**src/rtl/booth_mul_pkg.sv**
```systemverilog
package booth_mul_pkg;

  // Strobes from the sequencer to the datapath
  typedef struct packed {
    logic load;   // capture operands, clear accumulator
    logic step;   // one radix-4 iteration
  } dpCtrl_t;

  // Recoded digit of one multiplier bit pair
  typedef enum logic [2:0] {
    DIG_ZERO = 3'd0,
    DIG_POS1 = 3'd1,
    DIG_POS2 = 3'd2,
    DIG_NEG1 = 3'd3,
    DIG_NEG2 = 3'd4
  } boothDigit_t;

  // Triple order: {upper bit, lower bit, bit below the pair}
  function automatic boothDigit_t decodeTriple(input logic [2:0] triple);
    boothDigit_t d;
    case (triple)
      3'b001, 3'b010: d = DIG_POS1;
      3'b011:         d = DIG_POS2;
      3'b100:         d = DIG_NEG2;
      3'b101, 3'b110: d = DIG_NEG1;
      default:        d = DIG_ZERO;
    endcase
    return d;
  endfunction

endpackage

```
**src/rtl/booth_recode.sv**
```systemverilog
module booth_recode
  import booth_mul_pkg::*;
#(
  parameter int OP_W = 10
) (
  input  logic [2:0]             triple,
  input  logic [OP_W-1:0]        mcand,
  output logic signed [OP_W+1:0] partial
);

  localparam int PP_W = OP_W + 2;

  boothDigit_t       digit;
  logic signed [PP_W-1:0] mOne;
  logic signed [PP_W-1:0] mTwo;

  assign digit = decodeTriple(triple);
  assign mOne  = {{2{mcand[OP_W-1]}}, mcand};
  assign mTwo  = {mOne[PP_W-2:0], 1'b0};

  always_comb begin
    case (digit)
      DIG_POS1: partial = mOne;
      DIG_POS2: partial = mTwo;
      DIG_NEG1: partial = -mOne;
      DIG_NEG2: partial = -mTwo;
      default:  partial = '0;
    endcase
  end

endmodule

```
**src/rtl/booth_dp.sv**
```systemverilog
module booth_dp
  import booth_mul_pkg::*;
#(
  parameter int OP_W = 10
) (
  input  logic              clk,
  input  logic              rst,
  input  dpCtrl_t           ctl,
  input  logic [OP_W-1:0]   mcandIn,
  input  logic [OP_W-1:0]   mplierIn,
  output logic [2*OP_W-1:0] product
);

  localparam int HI_W   = OP_W + 2;
  localparam int WIDE_W = HI_W + OP_W;

  logic [OP_W-1:0]          mcandReg;
  logic signed [HI_W-1:0]   hiReg;
  logic [OP_W-1:0]          loReg;
  logic                     prevBit;

  logic signed [HI_W-1:0]   partial;
  logic signed [HI_W-1:0]   sum;
  logic signed [WIDE_W-1:0] wide;
  logic signed [WIDE_W-1:0] shifted;

  booth_recode #(.OP_W(OP_W)) u_recode (
    .triple  ({loReg[1], loReg[0], prevBit}),
    .mcand   (mcandReg),
    .partial (partial)
  );

  assign sum     = hiReg + partial;
  assign wide    = {sum, loReg};
  assign shifted = wide >>> 2;

  always_ff @(posedge clk) begin
    if (rst) begin
      mcandReg <= '0;
      hiReg    <= '0;
      loReg    <= '0;
      prevBit  <= 1'b0;
    end else if (ctl.load) begin
      mcandReg <= mcandIn;
      hiReg    <= '0;
      loReg    <= mplierIn;
      prevBit  <= 1'b0;
    end else if (ctl.step) begin
      hiReg    <= shifted[WIDE_W-1:OP_W];
      loReg    <= shifted[OP_W-1:0];
      prevBit  <= loReg[1];
    end
  end

  assign product = {hiReg[OP_W-1:0], loReg};

  // result is held while no strobe is active
  a_r4_hold_idle: assert property (@(posedge clk) disable iff (rst)
    (!ctl.load && !ctl.step) |=> $stable(product));

  // an accepted start clears the upper half and captures the multiplier
  a_r2_load_clears: assert property (@(posedge clk) disable iff (rst)
    ctl.load |=> (hiReg == '0 && loReg == $past(mplierIn) && !prevBit));

  // the multiplicand cannot change during iterations
  a_r8_mcand_frozen: assert property (@(posedge clk) disable iff (rst)
    ctl.step |=> $stable(mcandReg));

endmodule

```
**src/rtl/booth_ctrl.sv**
```systemverilog
module booth_ctrl
  import booth_mul_pkg::*;
#(
  parameter int STEPS = 5
) (
  input  logic    clk,
  input  logic    rst,
  input  logic    start,
  output logic    busy,
  output logic    done,
  output dpCtrl_t ctl
);

  localparam int CNT_W = $clog2(STEPS + 1);
  localparam logic [CNT_W-1:0] LAST = CNT_W'(STEPS - 1);

  typedef enum logic {S_IDLE, S_RUN} ctrlState_t;

  ctrlState_t      state;
  logic [CNT_W-1:0] stepCnt;

  assign busy     = (state == S_RUN);
  assign ctl.load = (state == S_IDLE) && start;
  assign ctl.step = (state == S_RUN);

  always_ff @(posedge clk) begin
    if (rst) begin
      state   <= S_IDLE;
      stepCnt <= '0;
      done    <= 1'b0;
    end else begin
      done <= 1'b0;
      case (state)
        S_IDLE: begin
          if (start) begin
            state   <= S_RUN;
            stepCnt <= '0;
          end
        end
        default: begin
          if (stepCnt == LAST) begin
            state <= S_IDLE;
            done  <= 1'b1;
          end else begin
            stepCnt <= stepCnt + 1'b1;
          end
        end
      endcase
    end
  end

  // an accepted start enters the first iteration
  a_r2_start_enters: assert property (@(posedge clk) disable iff (rst)
    (!busy && start) |=> (busy && stepCnt == '0));

  // a running multiply advances one step per cycle regardless of start
  a_r8_no_restart: assert property (@(posedge clk) disable iff (rst)
    (busy && stepCnt != LAST) |=> (busy && stepCnt == $past(stepCnt) + 1'b1));

  // the last step is followed by the completion pulse
  a_r3_done_follows: assert property (@(posedge clk) disable iff (rst)
    (busy && stepCnt == LAST) |=> (done && !busy));

  // done lasts one cycle
  a_r3_done_single: assert property (@(posedge clk) disable iff (rst)
    done |=> !done);

  // done and busy are exclusive
  a_r3_exclusive: assert property (@(posedge clk) disable iff (rst)
    !(done && busy));

endmodule

```
**src/rtl/booth_mul.sv**
```systemverilog
module booth_mul
  import booth_mul_pkg::*;
#(
  parameter int OP_W = 10
) (
  input  logic              clk,
  input  logic              rst,
  input  logic              start,
  input  logic [OP_W-1:0]   multiplicand,
  input  logic [OP_W-1:0]   multiplier,
  output logic              busy,
  output logic              done,
  output logic [2*OP_W-1:0] product
);

  localparam int STEPS = OP_W / 2;

  dpCtrl_t ctl;

  booth_ctrl #(.STEPS(STEPS)) u_ctrl (
    .clk   (clk),
    .rst   (rst),
    .start (start),
    .busy  (busy),
    .done  (done),
    .ctl   (ctl)
  );

  booth_dp #(.OP_W(OP_W)) u_dp (
    .clk      (clk),
    .rst      (rst),
    .ctl      (ctl),
    .mcandIn  (multiplicand),
    .mplierIn (multiplier),
    .product  (product)
  );

endmodule

```
**config.mk**
```make
export PLATFORM = sky130hd
export DESIGN_NAME = booth_mul
export DESIGN_NICKNAME = d
export VERILOG_FILES = /design/src/rtl/booth_mul_pkg.sv /design/src/rtl/booth_recode.sv /design/src/rtl/booth_dp.sv /design/src/rtl/booth_ctrl.sv /design/src/rtl/booth_mul.sv
export SDC_FILE = /design/constraint.sdc
export NUM_CORES = 1
export LEC_CHECK = 0
export ABC_AREA = 1
export BUFFER_PORTS_ARGS = -buffer_cell sky130_fd_sc_hd__buf_2
export CORE_ASPECT_RATIO = 0.75
export CORE_MARGIN = 5
export CORE_UTILIZATION = 51
export CTS_CLUSTER_DIAMETER = 30
export DETAILED_ROUTE_END_ITERATION = 12
export PLACE_DENSITY = 0.84
export SKIP_LAST_GASP = 1
export SYNTH_ARGS = -nofsm -noshare
export SYNTH_HDL_FRONTEND = slang
export SYNTH_SLANG_ARGS = --single-unit
```
**constraint.sdc**
```tcl
create_clock -name clk -period 2.7 [get_ports clk]
set_clock_uncertainty 0.15 [all_clocks]
set_input_delay 0.54 -clock clk [delete_from_list [all_inputs] [get_ports clk]]
set_output_delay 0.54 -clock clk [all_outputs]
set_load 0.01 [all_outputs]
```
=== Word-level counts from Yosys, hierarchy flattened ===
Cells that the tools add are included.

* Register bits after elaboration: 36
* Input bits: 23
* Output and inout port bits: 22
* Word-level logic and storage cells: 43

* Add/subtract/negate cells: 4
* Equality and inequality tests: 12
* Muxes and demuxes: 11
* Bitwise operators: 1
* Reduce and logical (&&, ||, !) cells: 8

{| class="wikitable"
|+ Operator list
! cell !! number
|-
| case mux 12 bit (4 select lines) || 1
|-
| two-way mux 10 bit || 2
|-
| == test 3 bit (second input constant) || 5
|-
| adder 10 x 12 -> 12 bit || 1
|-
| == test 3 x 2 -> 1 bit (second input constant) || 4
|-
| negator 10 -> 12 bit || 1
|-
| negator 11 -> 12 bit || 1
|-
| case mux 3 bit (4 select lines) || 1
|-
| two-way mux 3 bit || 3
|-
| OR reduction 2 bit || 4
|-
| == test 3 x 1 -> 1 bit (second input constant) || 2
|-
| two-way mux 1 bit || 4
|-
| nonzero test 2 bit || 2
|-
| adder 3 x 1 -> 3 bit (second input constant) || 1
|-
| != test 2 bit (second input constant) || 1
|-
| AND reduction 2 bit || 1
|-
| logical AND 1 bit || 1
|-
| NOT 1 bit || 1
|}

=== Logic depth before layout (Yosys ltp) ===
Gate-level depths: netlist of the first run.

* Depth in word-level cells: 8
* Depth in mapped cells: 23
* Mapped depth without buffers: 23

=== By module ===
A second synthesis of the first run with hierarchy kept.

* Cell total of the unflattened synthesis: 418
* Area total of the unflattened synthesis: 2607.5 um^2

{| class="wikitable"
|+ Modules (own cells, without submodules)
! module !! instances !! cells an instance !! area an instance (um^2) !! sequential area each (um^2)
|-
| booth_dp || 1 || 271 || 1808.0 || 620.6
|-
| booth_recode || 1 || 117 || 553.0 || 0.0
|-
| booth_ctrl || 1 || 30 || 246.5 || 100.1
|}

=== Worst setup path before layout of the first run ===
Ideal clock, no wire load.

* Path kind: register to register
* From: register u_dp.mcandReg[0]
* To: register u_dp.hiReg[8]
* Setup time: 115 ps
* Arrival: 2306 ps
* Data required time: 2435 ps
* Slack: 129 ps
* Stages on the path, launching flop included: 20
* Path buffers: 0
* Period minus slack after synthesis: 2571 ps
* Cell sequence: dfxtp_1 inv_1 ha_1 inv_1 nor2_2 nand4_1 inv_1 nor2_1 nand2_1 o21ai_0 a21oi_1 o21ai_0 ha_1 inv_1 nor3_1 o21ai_0 nand3_1 nor2_1 o21ai_0 inv_1

* Cells in the longest elaborated chain, start to end: 3
* Elaborated cells on any way between the ends: 4
* Classes of those cells: add/sub: 3; mux: 1

{| class="wikitable"
|+ RTL lines
! element !! line !! source
|-
| start: declaration || booth_dp.sv:17 || <nowiki>logic [OP_W-1:0] mcandReg;</nowiki>
|-
| start signal: assignment || booth_dp.sv:44 || <nowiki>mcandReg <= mcandIn;</nowiki>
|-
| negator 11 -> 12 bit / negator 10 -> 12 bit (equally long branches) || booth_recode.sv:26, booth_recode.sv:25 ||
|-
| case mux 12 bit (4 select lines) (*) || booth_recode.sv:22 || <nowiki>case (digit)</nowiki>
|-
| adder 10 x 12 -> 12 bit (*) || booth_dp.sv:33 || <nowiki>assign sum = hiReg + partial;</nowiki>
|-
| end signal: assignment || booth_dp.sv:49 || <nowiki>hiReg <= shifted[WIDE_W-1:OP_W];</nowiki>
|-
| end: declaration || booth_dp.sv:18 || <nowiki>logic signed [HI_W-1:0] hiReg;</nowiki>
|}

Mark *: on every way between the ends. The rest lies on a longest branch, timed or not.
A chain may end at the register's enable or synchronous reset.

=== Worst setup path after layout of the first run ===
* From: register u_dp.mcandReg[1]
* To: register u_dp.hiReg[5]

Same word-level chain as after synthesis.

==> summary.txt, run 1 <==
STA
  – Slew Limit Fails: 0
  – Min Tclk post-route: between 2 and 3 ns
  – Hold slack: 0.319 ns
  – Final hold vios: 0
  – Setup ws final: -0.0662 ns
  – Final setup vio count: 2
  – F_max: around 360 MHz
  – Unrepaired setup endpoints after global routing: yes
  – Crit share post-route: 1.02
  – Slew HR: 0.611
  – Slew @ Worst Pin: between 0.5 and 0.6 ns
  – Setup TNS: -0.0881 ns

Die
  – Core area: between 4000 and 5000 sq um
  – Die width: 90.4 um
  – # rows: 22
  – # IOs: 45
  – Die ar.: 6360 sq um
  – Die Ht: around 70 um
  – Initial cell density of the core: 0.516

Cells and area
  – Antenna cell count: 0
  – Nets@finish: 504
  – Fillers: ~420
  – Share of cells above drive strength 1: 0.308
  – Leading cell type in the layout, fill and taps excluded: nand2_1
  – Area growth syn-to-layout: 34.9%
  – Most frequent cells in the layout: 92 x nand2_1, 61 x inv_1, 44 x buf_2
  – Final instance area: 3340 sq um

Route
  – DR WL met3: between 500 and 600 um
  – Post-Route WL: approximately 7300 um
  – Vias: 2,846
  – Metal1 wirelength: around 3200 um
  – Met2 routed WL: 3400 um
  – Drt wl/cell: between 10 and 15 um
  – Pre-antenna DRT Iters: 5
  – Remaining DRCs: 0
  – Top Metal Used: met4
  – Vias/cell: about 5.4
  – Initial DRC count: around 230
  – DRT antenna net count: 0

Critical path
  – Worst Path Required: 2.75 ns
  – CP max stage delay: roughly 0.34 ns
  – Crit Path Class: reg2reg
  – CP Launch Type: register
  – CP delay by family, top: compound AO/OA/AOI/OAI gates
  – Worst Setup End Kind: register
  – Max Fanout on Critical Path: 4
  – Critical path arrival: approximately 2.8 ns
  – CP bufs+invs: 6
  – Slowest stage cell, crit path: dfxtp_2
  – CP cell instances: inv_2 > ha_4 > inv_2 > nor2_4 > buf_4 > inv_1 > nand2_1 > o22ai_1 > a221o_1 > ha_4 > a21oi_4 > nand2_2 > inv_2 > o21ai_2 > nand2_1 > nand2_1 > nand2_1 > nand2_1 > o21ai_1 > inv_1
  – Most numerous cell on the critical path: nand2_1

CTS
  – TritonCTS Sinks: 36
  – Inserted Clock Buffers: 5
  – Hold_buf cts: 0
  – CTS tree: done
  – Clock tree buffer depth: 2
  – H-tree depth: 2
  – Clock root cell: clkbuf_8
  – Clock slew at reported path FFs: approximately 0.080 ns
  – Worst-skew pair later-pin latency: 0.30 ns

GRT
  – First-pass GRT wire length: between 10,000 and 15,000 um
  – Overflow after GRT: 0
  – Largest net degree at the start of global routing: 21
  – Initial antenna violation count: 0
  – Vias in the first global route: between 2,000 and 2,500
  – GRT Total Usage: 0.204

Synthesis
  – EDFF count, synth: 0
  – Mapped Cells: around 400
  – Largest cells by area after synthesis: dfxtp_1 29%, nand2_1 15%, inv_1 10%, nor2_1 7.3%, ha_1 7.1%
  – Distinct cell type count after synthesis: 31
  – Commonest register cell after synthesis: dfxtp_1
  – Yosys top cell by area: dfxtp_1
  – Top-area cell type share of the netlist area: 0.291
  – Mapped cell area: roughly 2500 sq um
  – #FFs+latches synth: 36
  – Async set-reset flop share out of synthesis: 0
  – Synth warnings: 0
  – Syn Area/Cell: 6.26 sq um
  – Seq/Total Area, Yosys: 0.291
  – Synth Net Count: 433

Power
  – P_leak: about 0.0017 uW
  – PD cells: 474 nW/um^2
  – Comb pwr share: 0.302
  – Sw frac: 0.338
  – Clock share of power: 0.310
  – Register share of total power: 0.387
  – Internal Power: around 1000 uW
  – Sw Pwr: between 500 and 600 uW
  – Worst VDD drop: around 0.32 mV

Placed design
  – Final Wtd Congestion: just over 1
  – IO Port Bufs: between 40 and 50
  – Placed cell area: between 2000 and 3000 sq um
  – HPWL after DPL: 5050 um
  – Place WS: -0.144 ns

Run
  – Max-cap violations: 0

Outcome
  – Failing checks: negative setup slack
  – Outcome: complete, but fails checks

Worst hold path
  – Worst hold path class: in2reg
[registers in the layout (all words and copies together) (netlist names)]
signal and flops:
u_ctrl.done 1, u_ctrl.stepCnt 3, u_dp.prevBit 1, u_dp.hiReg 10, u_dp.mcandReg 10, u_ctrl.busy 1, u_dp.loReg 10
[worst paths after layout]
path / from / endpoint / slack (ns) / cells after the start
setup / recovery: u_dp.mcandReg[1]$_SDFFE_PP0P_ / u_dp.hiReg[5]$_SDFFE_PP0P_ / -0.07 / 20
hold reg to reg: u_ctrl.stepCnt[2]$_SDFFE_PP0P_ / u_ctrl.done$_SDFF_PP0_ / 0.34 / 2
hold / removal: multiplicand[2] / u_dp.mcandReg[2]$_SDFFE_PP0P_ / 0.32 / 3
setup reg to reg: u_dp.mcandReg[1]$_SDFFE_PP0P_ / u_dp.hiReg[5]$_SDFFE_PP0P_ / -0.07 / 20
[kinds of logic after synthesis]
kind of cell	synth area share
flops	0.291
compound gates	0.170
buf+inv	0.117
fa+ha+maj	0.0789
xor+xnor	0.0248
simple gates	0.318
[cell type report]
| class | instances | area, sq um | area share |
|---|---|---|---|
| multi-input combinational | 284 | 1740 | 0.522 |
| sequential | 36 | 726 | 0.217 |
| timing repair buffer | 71 | 427 | 0.128 |
| inverter | 68 | 258 | 0.0772 |
| tap | 60 | 75.1 | 0.0225 |
| clock buffer | 5 | 68.8 | 0.0206 |
| clock inverter | 3 | 42.5 | 0.0127 |
[repair_timing]
item / CTS / global route
pin swaps: 6 / 39
hold endpoints to repair: 0 / 0
resized for setup: 8 / 72
endpoints found under the setup margin: 3 / 9
setup buffers: 0 / 9
[tightest hold or removal path, delay by kind of cell]
| family | cells | cell delay [ns] |
|---|---|---|
| buf+inv | 1 | 0.07 |
| simple gates | 2 | 0.11 |
[per-stage QoR]
step | util | cells | total power [uW]
after floorplan | - | 395 | 847
after global placement | 0.599 | 510 | 966
after detailed placement | 0.599 | 510 | 971
after CTS | 0.627 | 518 | 1470
after global routing | 0.697 | 527 | 1670
final | 0.697 | 527 | 1580
[synthesized netlist by cell type (2+ instances only)]
cell and instances:
nand2_2 2, dfxtp_1 36, clkbuf_1 5, nand2_1 102, nand4_1 3, a21oi_1 24, xor2_1 7, o2111ai_1 3
o211ai_1 7, ha_1 14, inv_1 68, nor3_1 4, nor2_2 4, o22ai_1 3, o21ai_0 26, nor2_1 48
nand3_1 25
[layer usage]
layer	vias to the layer above	global-route usage
met4	0	0.0678
met3	12	0.0484
met1	1300	0.285
met5	-	0
met2	123	0.308
li1	1411	-
[power groups by stage]
stage / clock network, uW / logic [uW] / registers [uW]
2_1_floorplan: 0 / 231 / 616
3_3_place_gp: 0 / 350 / 616
3_5_place_dp: 0 / 355 / 616
4_1_cts: 495 / 365 / 605
5_1_grt: 523 / 527 / 617
6_report: 491 / 478 / 612
Note: power is estimated with default switching activity, not from simulation.
==> run 2: changes to the inputs <==
--- a/config.mk
+++ b/config.mk
@@ -5,11 +5,10 @@
 export SDC_FILE = /design/constraint.sdc
 export NUM_CORES = 1
 export LEC_CHECK = 0
-export ABC_AREA = 1
 export BUFFER_PORTS_ARGS = -buffer_cell sky130_fd_sc_hd__buf_2
 export CORE_ASPECT_RATIO = 0.75
 export CORE_MARGIN = 5
-export CORE_UTILIZATION = 51
+export CORE_UTILIZATION = 52
 export CTS_CLUSTER_DIAMETER = 30
 export DETAILED_ROUTE_END_ITERATION = 12
 export PLACE_DENSITY = 0.84
==> run 2 against run 1 <==
The flow still finishes with violations (negative setup slack). Maximum frequency fell by 13%. Synthesized cell count is 5.1% lower. Sequential power decreased by 4.1%. Register-to-register slack got worse by 0.40 ns. Clock power rose by 3%. Worst hold slack worse by 0.0085 ns. Final area grew 22%. Core utilization up 7.5 points. Worst setup slack worse by 0.40 ns. Synthesized area is 12% higher. Non-clock buffer count rose by 48. Routed wire length rose by 57%. Critical path type unchanged. Highest routed layer unchanged.
==> summary.txt, run 2 <==
Cells and area
  – Share of cells above drive strength 1: 0.398 (+0.0900)
  – Fillers: 313 (-25%)
  – Area occupied by multi-input gates: 2250 sq um (+30%)
  – Antenna cell count: 0 (unchanged)
  – Top Registers: u_dp.hiReg x10, u_dp.loReg x10, u_dp.mcandReg x10
  – Most frequent cells in the layout: 67 x buf_4, 44 x nor2_1, 44 x buf_2
  – Area growth syn-to-layout: 46.1%
  – Reg area: 731 sq um (+0.69%)
  – Leading cell type in the layout, fill and taps excluded: buf_4
  – Nets@finish: 514 (+2.0%)

Synthesis
  – Seq/Total Area, Yosys: 0.259 (-0.0321)
  – Top-count cell post-synth: nand2_1
  – Synth warnings: 0 (unchanged)
  – Yosys top cell by area: dfxtp_1
  – Mapped cell area: 2780 sq um (+12%)
  – Synth Net Count: 413 (-4.6%)
  – Commonest register cell after synthesis: dfxtp_1
  – Distinct cell type count after synthesis: 57 (+84%)
  – Largest cells by area after synthesis: dfxtp_1 26%, mux2i_1 7.2%, nand2_1 6.5%, ha_1 6.3%, a21oi_1 6.1%
  – EDFF count, synth: 0 (unchanged)
  – Mapped Cells: 375 (-5.1%)
  – #FFs+latches synth: 36 (unchanged)
  – Top-area cell type share of the netlist area: 0.259 (-0.0321)
  – Post-synth top cells: 48 x nand2_1, 44 x nor2_1, 36 x dfxtp_1, 34 x a21oi_1
  – Syn Area/Cell: 7.41 sq um (+18%)
  – Async set-reset flop share out of synthesis: 0 (unchanged)

Die
  – Die width: 94.4 um (+4.4%)
  – Core area: 5270 sq um (+10%)
  – Die ar.: 6920 sq um (+8.9%)
  – Die Ht: 73.3 um (+4.3%)
  – Initial cell density of the core: 0.528 (+0.0115)
  – # IOs: 45 (unchanged)
  – # rows: 23 (+4.5%)

CTS
  – Inserted Clock Buffers: 5 (unchanged)
  – H-tree depth: 2 (unchanged)
  – Hold_buf cts: 0 (unchanged)
  – TritonCTS Sinks: 36 (unchanged)
  – Clock slew at reported path FFs: 0.09 ns (about the same)
  – Clock root cell: clkbuf_8
  – Worst-skew pair later-pin latency: 0.31 ns (about the same)
  – Clock tree buffer depth: 2 (unchanged)
  – CTS tree: done

STA
  – Slew Limit Fails: 0 (unchanged)
  – Min Tclk post-route: 3.17 ns (+0.401 ns)
  – Setup ws final: -0.467 ns (-0.401 ns)
  – F_max: 316 MHz (-13%)
  – Crit share post-route: 1.17 (+0.149)
  – Hold slack: 0.311 ns (-0.00847 ns)
  – Final setup vio count: 10 (+8)
  – Unrepaired setup endpoints after global routing: yes
  – Slew @ Worst Pin: 0.583 ns (+0.000501 ns)
  – Slew HR: 0.610 (-0.00134)
  – Final hold vios: 0 (unchanged)

Placed design
  – IO Port Bufs: 44 (unchanged)
  – HPWL after DPL: 6060 um (+20%)
  – Final Wtd Congestion: 0.901 (-12%)

Outcome
  – Outcome: complete, but fails checks
  – Failing checks: negative setup slack

GRT
  – Overflow after GRT: 0 (unchanged)
  – GRT Total Usage: 0.276 (+0.0720)
  – Largest net degree at the start of global routing: 33 (+57%)
  – First-pass GRT wire length: 15,100 um (+40%)
  – Vias in the first global route: 3,209 (+33%)
  – Initial antenna violation count: 0 (unchanged)

Critical path
  – Worst Setup End Kind: register
  – Worst Path Required: 2.81 ns (+0.06 ns)
  – Max Fanout on Critical Path: 6 (+2)
  – Critical path arrival: 3.27 ns (+0.45 ns)
  – CP Launch Type: register
  – Crit Path Class: reg2reg

Route
  – Post-Route WL: 11,400 um (+57%)
  – Initial DRC count: 494 (+110%)
  – Drt wl/cell: 20.7 um (+50%)
  – Remaining DRCs: 0 (unchanged)
  – DRT antenna net count: 0 (unchanged)
  – Vias/cell: 6.38 (+18%)
  – Vias: 3,522 (+24%)
  – Pre-antenna DRT Iters: 8 (+3)

Power
  – Worst VDD drop: 0.279 mV (-12%)
  – P_leak: 0.00182 uW (+5.3%)
  – PD cells: 415 nW/um^2 (-12%)
  – Final Power: 1690 uW (+6.6%)

Run
  – Max-cap violations: 0 (unchanged)

Worst hold path
  – Worst hold path class: in2reg
run 2: cell count changes in the layout (fill, tap and decap cells not counted), sizes merged, moves of 9 or more:
cell | before | now
a21oi | 24 | 34
buf | 71 | 119
inv | 68 | 12
mux2i | 0 | 20
nand2 | 104 | 48
nand3 | 26 | 5
nor2 | 53 | 44
nor2b | 0 | 9
nor3 | 4 | 13
xnor2 | 0 | 11
run 2: area by class of cell:
type                       instances  share of cell area
multi-input combinational        302               0.555
clock buffer                       5              0.0169
timing repair buffer             119               0.202
clock inverter                     3              0.0105
tap                               75              0.0231
inverter                          12              0.0123
sequential                        36               0.180
run 2: final timing paths:
check	from	endpoint	slack, ns	depth (start not counted)
max	u_dp.mcandReg[3]$_SDFFE_PP0P_	u_dp.hiReg[9]$_SDFFE_PP0P_	-0.47	15
min	multiplicand[2]	u_dp.mcandReg[2]$_SDFFE_PP0P_	0.31	3
max reg2reg	u_dp.mcandReg[3]$_SDFFE_PP0P_	u_dp.hiReg[9]$_SDFFE_PP0P_	-0.47	15
min reg2reg	u_dp.mcandReg[0]$_SDFFE_PP0P_	u_dp.mcandReg[0]$_SDFFE_PP0P_	0.36	2
run 2: critical path: stages (launching register included):
cell	delay, ns
dfxtp_1	0.39
buf_4	0.19
nor3_2	0.05
buf_4	0.15
nand2_1	0.16
buf_4	0.15
o21ai_0	0.07
a22oi_1	0.20
o21ai_1	0.18
ha_2	0.41
a21oi_1	0.09
o211a_1	0.26
nor3_4	0.18
nand3_1	0.11
mux2_4	0.31
nand3_2	0.06
run 2: repair_timing:
action,CTS,global route
buffers inserted,12,5
gates resized for setup,44,39
pin swaps,32,31
setup endpoints to repair,8,9
run 2: per-stage QoR:
stage | setup TNS (ns) | setup WS [ns] | instance area [sq um] | instances | utilization
4_1_cts | -1.19 | -0.304 | 3860 | 548 | 0.732
6_report | -3.33 | -0.467 | 4060 | 552 | 0.771
3_5_place_dp | -2.47 | -0.464 | 3500 | 530 | 0.665
2_1_floorplan | -0.881 | -0.267 | 2830 | 375 | -
5_1_grt | -4.38 | -0.714 | 4060 | 552 | 0.771
3_3_place_gp | -1.73 | -0.315 | 3500 | 530 | 0.665
run 2: power by group:
| group | switching, uW | internal (uW) |
|---|---|---|
| logic | 316 | 276 |
| registers | 29.3 | 557 |
| clock network | 233 | 274 |
run 2: per-layer routing:
metal,wire length (um),global-route usage
met5,0,0
met1,4180,0.347
met4,751,0.107
met2,5160,0.471
met3,1330,0.0542
run 2: cell families (layout without fill, tap and decap cells):
group	Yosys count	in the layout	synth area share
buffers and inverters	37	139	0.0536
and+or+nand+nor	159	159	0.286
xor gates and xnor gates	13	13	0.0410
AOI/OAI and AO/OA	94	94	0.212
muxes	21	21	0.0774
DFF	36	36	0.259
adders and majority gates	15	15	0.0702
==> run 3: changes to the inputs <==
--- a/config.mk
+++ b/config.mk
@@ -16,3 +16,4 @@
 export SYNTH_ARGS = -nofsm -noshare
 export SYNTH_HDL_FRONTEND = slang
 export SYNTH_SLANG_ARGS = --single-unit
+export TNS_END_PERCENT = 10
==> run 3 against run 2 <==
The flow still finishes with violations (negative setup slack). Routed wire length down 23%. Worst hold slack improved by 0.0067 ns. Global-route usage down 1.2 points. Count of clock-buffer cells in the layout increased by 1. Critical endpoint is now u_dp.hiReg[6]$_SDFFE_PP0P_. Largest power group is now registers. Highest routed layer unchanged.
==> summary.txt, run 3 (synthesis results as in run 2) <==
CTS
  – H-tree depth: 2 (unchanged)
  – Clock slew at reported path FFs: 0.09 ns (about the same)
  – Clock root cell: clkbuf_8
  – TritonCTS Sinks: 36 (unchanged)
  – Inserted Clock Buffers: 5 (unchanged)
  – Worst-skew pair later-pin latency: 0.30 ns (about the same)
  – Clock tree buffer depth: 2 (unchanged)
  – CTS tree: done

Placed design
  – Place WS: -0.480 ns (-0.0152 ns)
  – Placed cell area: 3490 sq um (-0.46%)
  – HPWL after DPL: 6210 um (+2.4%)
  – IO Port Bufs: 44 (unchanged)
  – Final Wtd Congestion: 0.926 (+2.7%)

Die
  – # IOs: 45 (unchanged)
  – # rows: 23 (unchanged)
  – Die Ht: 73.3 um (unchanged)
  – Core area: 5270 sq um (unchanged)
  – Die width: 94.4 um (unchanged)
  – Initial cell density of the core: 0.528 (unchanged)
  – Die ar.: 6920 sq um (unchanged)

Run
  – Max-cap violations: 0 (unchanged)

Critical path
  – Worst r2r path cells: 15 (unchanged)
  – Max Fanout on Critical Path: 6 (unchanged)
  – Worst Path Required: 2.75 ns (-0.06 ns)
  – Worst R2R End: u_dp.hiReg[6]$_SDFFE_PP0P_
  – CP Launch Type: register
  – R2R Path Start: u_dp.mcandReg[3]$_SDFFE_PP0P_
  – Crit Path Class: reg2reg
  – Worst setup startpoint: u_dp.mcandReg[3]$_SDFFE_PP0P_
  – Reg2reg setup slack: -0.31 ns (+0.16 ns)
  – Critical path arrival: 3.06 ns (-0.21 ns)
  – Worst Setup End Kind: register

GRT
  – Overflow after GRT: 0 (unchanged)
  – Largest net degree at the start of global routing: 30 (-9.1%)
  – First-pass GRT wire length: 14,400 um (-4.6%)
  – Vias in the first global route: 3,098 (-3.5%)
  – GRT Total Usage: 0.264 (-0.0121)
  – Initial antenna violation count: 0 (unchanged)

Outcome
  – Outcome: complete, but fails checks
  – Failing checks: negative setup slack

STA
  – Min Tclk post-route: 3.01 ns (-0.160 ns)
  – Setup ws final: -0.307 ns (+0.160 ns)
  – Slew Limit Fails: 0 (unchanged)
  – Slew @ Worst Pin: 0.462 ns (-0.121 ns)
  – Final hold vios: 0 (unchanged)
  – Crit share post-route: 1.11 (-0.0594)
  – Unrepaired setup endpoints after global routing: yes
  – Slew HR: 0.692 (+0.0819)
  – F_max: 333 MHz (+5.3%)
  – Final setup vio count: 7 (-3)

Power
  – P_leak: 0.00171 uW (-6.0%)
  – PD cells: 424 nW/um^2 (+2.1%)
  – Worst VDD drop: 0.278 mV (-0.28%)

Worst hold path
  – Min-Delay Path Depth: 3 (unchanged)
  – End of the worst hold path: u_dp.mcandReg[1]$_SDFFE_PP0P_
  – Hold path start: multiplicand[1]
  – Worst hold path class: in2reg

Route
  – Initial DRC count: 326 (-34%)
  – Pre-antenna DRT Iters: 5 (-3)
  – Vias: 3,201 (-9.1%)
  – DRT antenna net count: 0 (unchanged)
  – Drt wl/cell: 16.4 um (-21%)
  – Remaining DRCs: 0 (unchanged)
  – Post-Route WL: 8850 um (-23%)
  – Vias/cell: 5.92 (-7.3%)

Cells and area
  – Antenna cell count: 0 (unchanged)
  – Final instance area: 3730 sq um (-8.3%)
  – Top Registers: u_dp.hiReg x10, u_dp.loReg x10, u_dp.mcandReg x10
  – Nets@finish: 503 (-2.1%)
  – Fillers: 394 (+26%)
  – Most frequent cells in the layout: 64 x buf_4, 44 x nand2_1, 44 x nor2_1, 44 x buf_2
  – Area growth syn-to-layout: 34.0%
  – Share of cells above drive strength 1: 0.318 (-0.0807)
  – Leading cell type in the layout, fill and taps excluded: buf_4
## run 3: per-stage QoR
step / utilization / instances / TNS (ns) / power [uW] / hold slack [ns]
final: 0.708 / 541 / -1.76 / 1580 / 0.317
after global routing: 0.708 / 541 / -2.73 / 1650 / 0.320
after CTS: 0.708 / 541 / -1.32 / 1560 / 0.322
after detailed placement: 0.662 / 530 / -2.52 / 1050 / 0.349
after global placement: 0.662 / 530 / -1.79 / 1030 / 0.337
after floorplan: - / 375 / -1.10 / 871 / 0.329
## run 3: area by class of cell
cell class	instances	area (sq um)	share of cell area
Inverter	12	45.0	0.0121
Sequential cell	36	723	0.194
Timing Repair Buffer	108	701	0.188
Clock inverter	2	35.0	0.00940
Tap cell	75	93.8	0.0252
Clock buffer	6	72.6	0.0195
Multi-Input combinational cell	302	2060	0.552
## run 3: report_power, final
group | total [uW] | internal (uW) | switching, uW
registers | 583 | 558 | 25.4
logic | 496 | 234 | 262
clock network | 498 | 275 | 224
total | 1580 | 1070 | 511
## run 3: routing by layer
metal,wire length (um),track usage,up-vias
met3,808,0.0686,36
li1,-,-,1507
met1,3620,0.325,1479
met2,4140,0.443,179
met4,281,0.109,0
met5,0,0,-
## run 3: what timing repair did
item                                    in CTS  in global routing
hold buffers                                 0                  0
endpoints found under the setup margin       8                  9
setup buffers                                3                  0
resized for setup                           31                  0
pin swaps                                   17                  0
## run 3: worst max path at each step
| stage | to | slack, ns | depth (start not counted) |
|---|---|---|---|
| after floorplan | u_dp.hiReg[9]$_SDFFE_PP0P_ | -0.27 | 14 |
| after global routing | u_dp.hiReg[8]$_SDFFE_PP0P_ | -0.45 | 14 |
| after CTS | u_dp.hiReg[9]$_SDFFE_PP0P_ | -0.23 | 13 |
| after global placement | u_dp.hiReg[9]$_SDFFE_PP0P_ | -0.32 | 14 |
| after detailed placement | u_dp.hiReg[9]$_SDFFE_PP0P_ | -0.48 | 15 |
| final | u_dp.hiReg[6]$_SDFFE_PP0P_ | -0.31 | 15 |
## run 3: worst max-delay path, cell delays in order, from the launching register on
cell and delay (ns):
dfxtp_1 0.33, buf_4 0.16, nor3_2 0.16, buf_4 0.15
nand2_1 0.07, buf_4 0.15, nand2_1 0.07, xnor2_1 0.09
a22oi_1 0.21, o21ai_1 0.10, ha_1 0.34, nand2_1 0.07
a21o_1 0.19, and3b_1 0.20, o211a_1 0.21, a211o_1 0.25
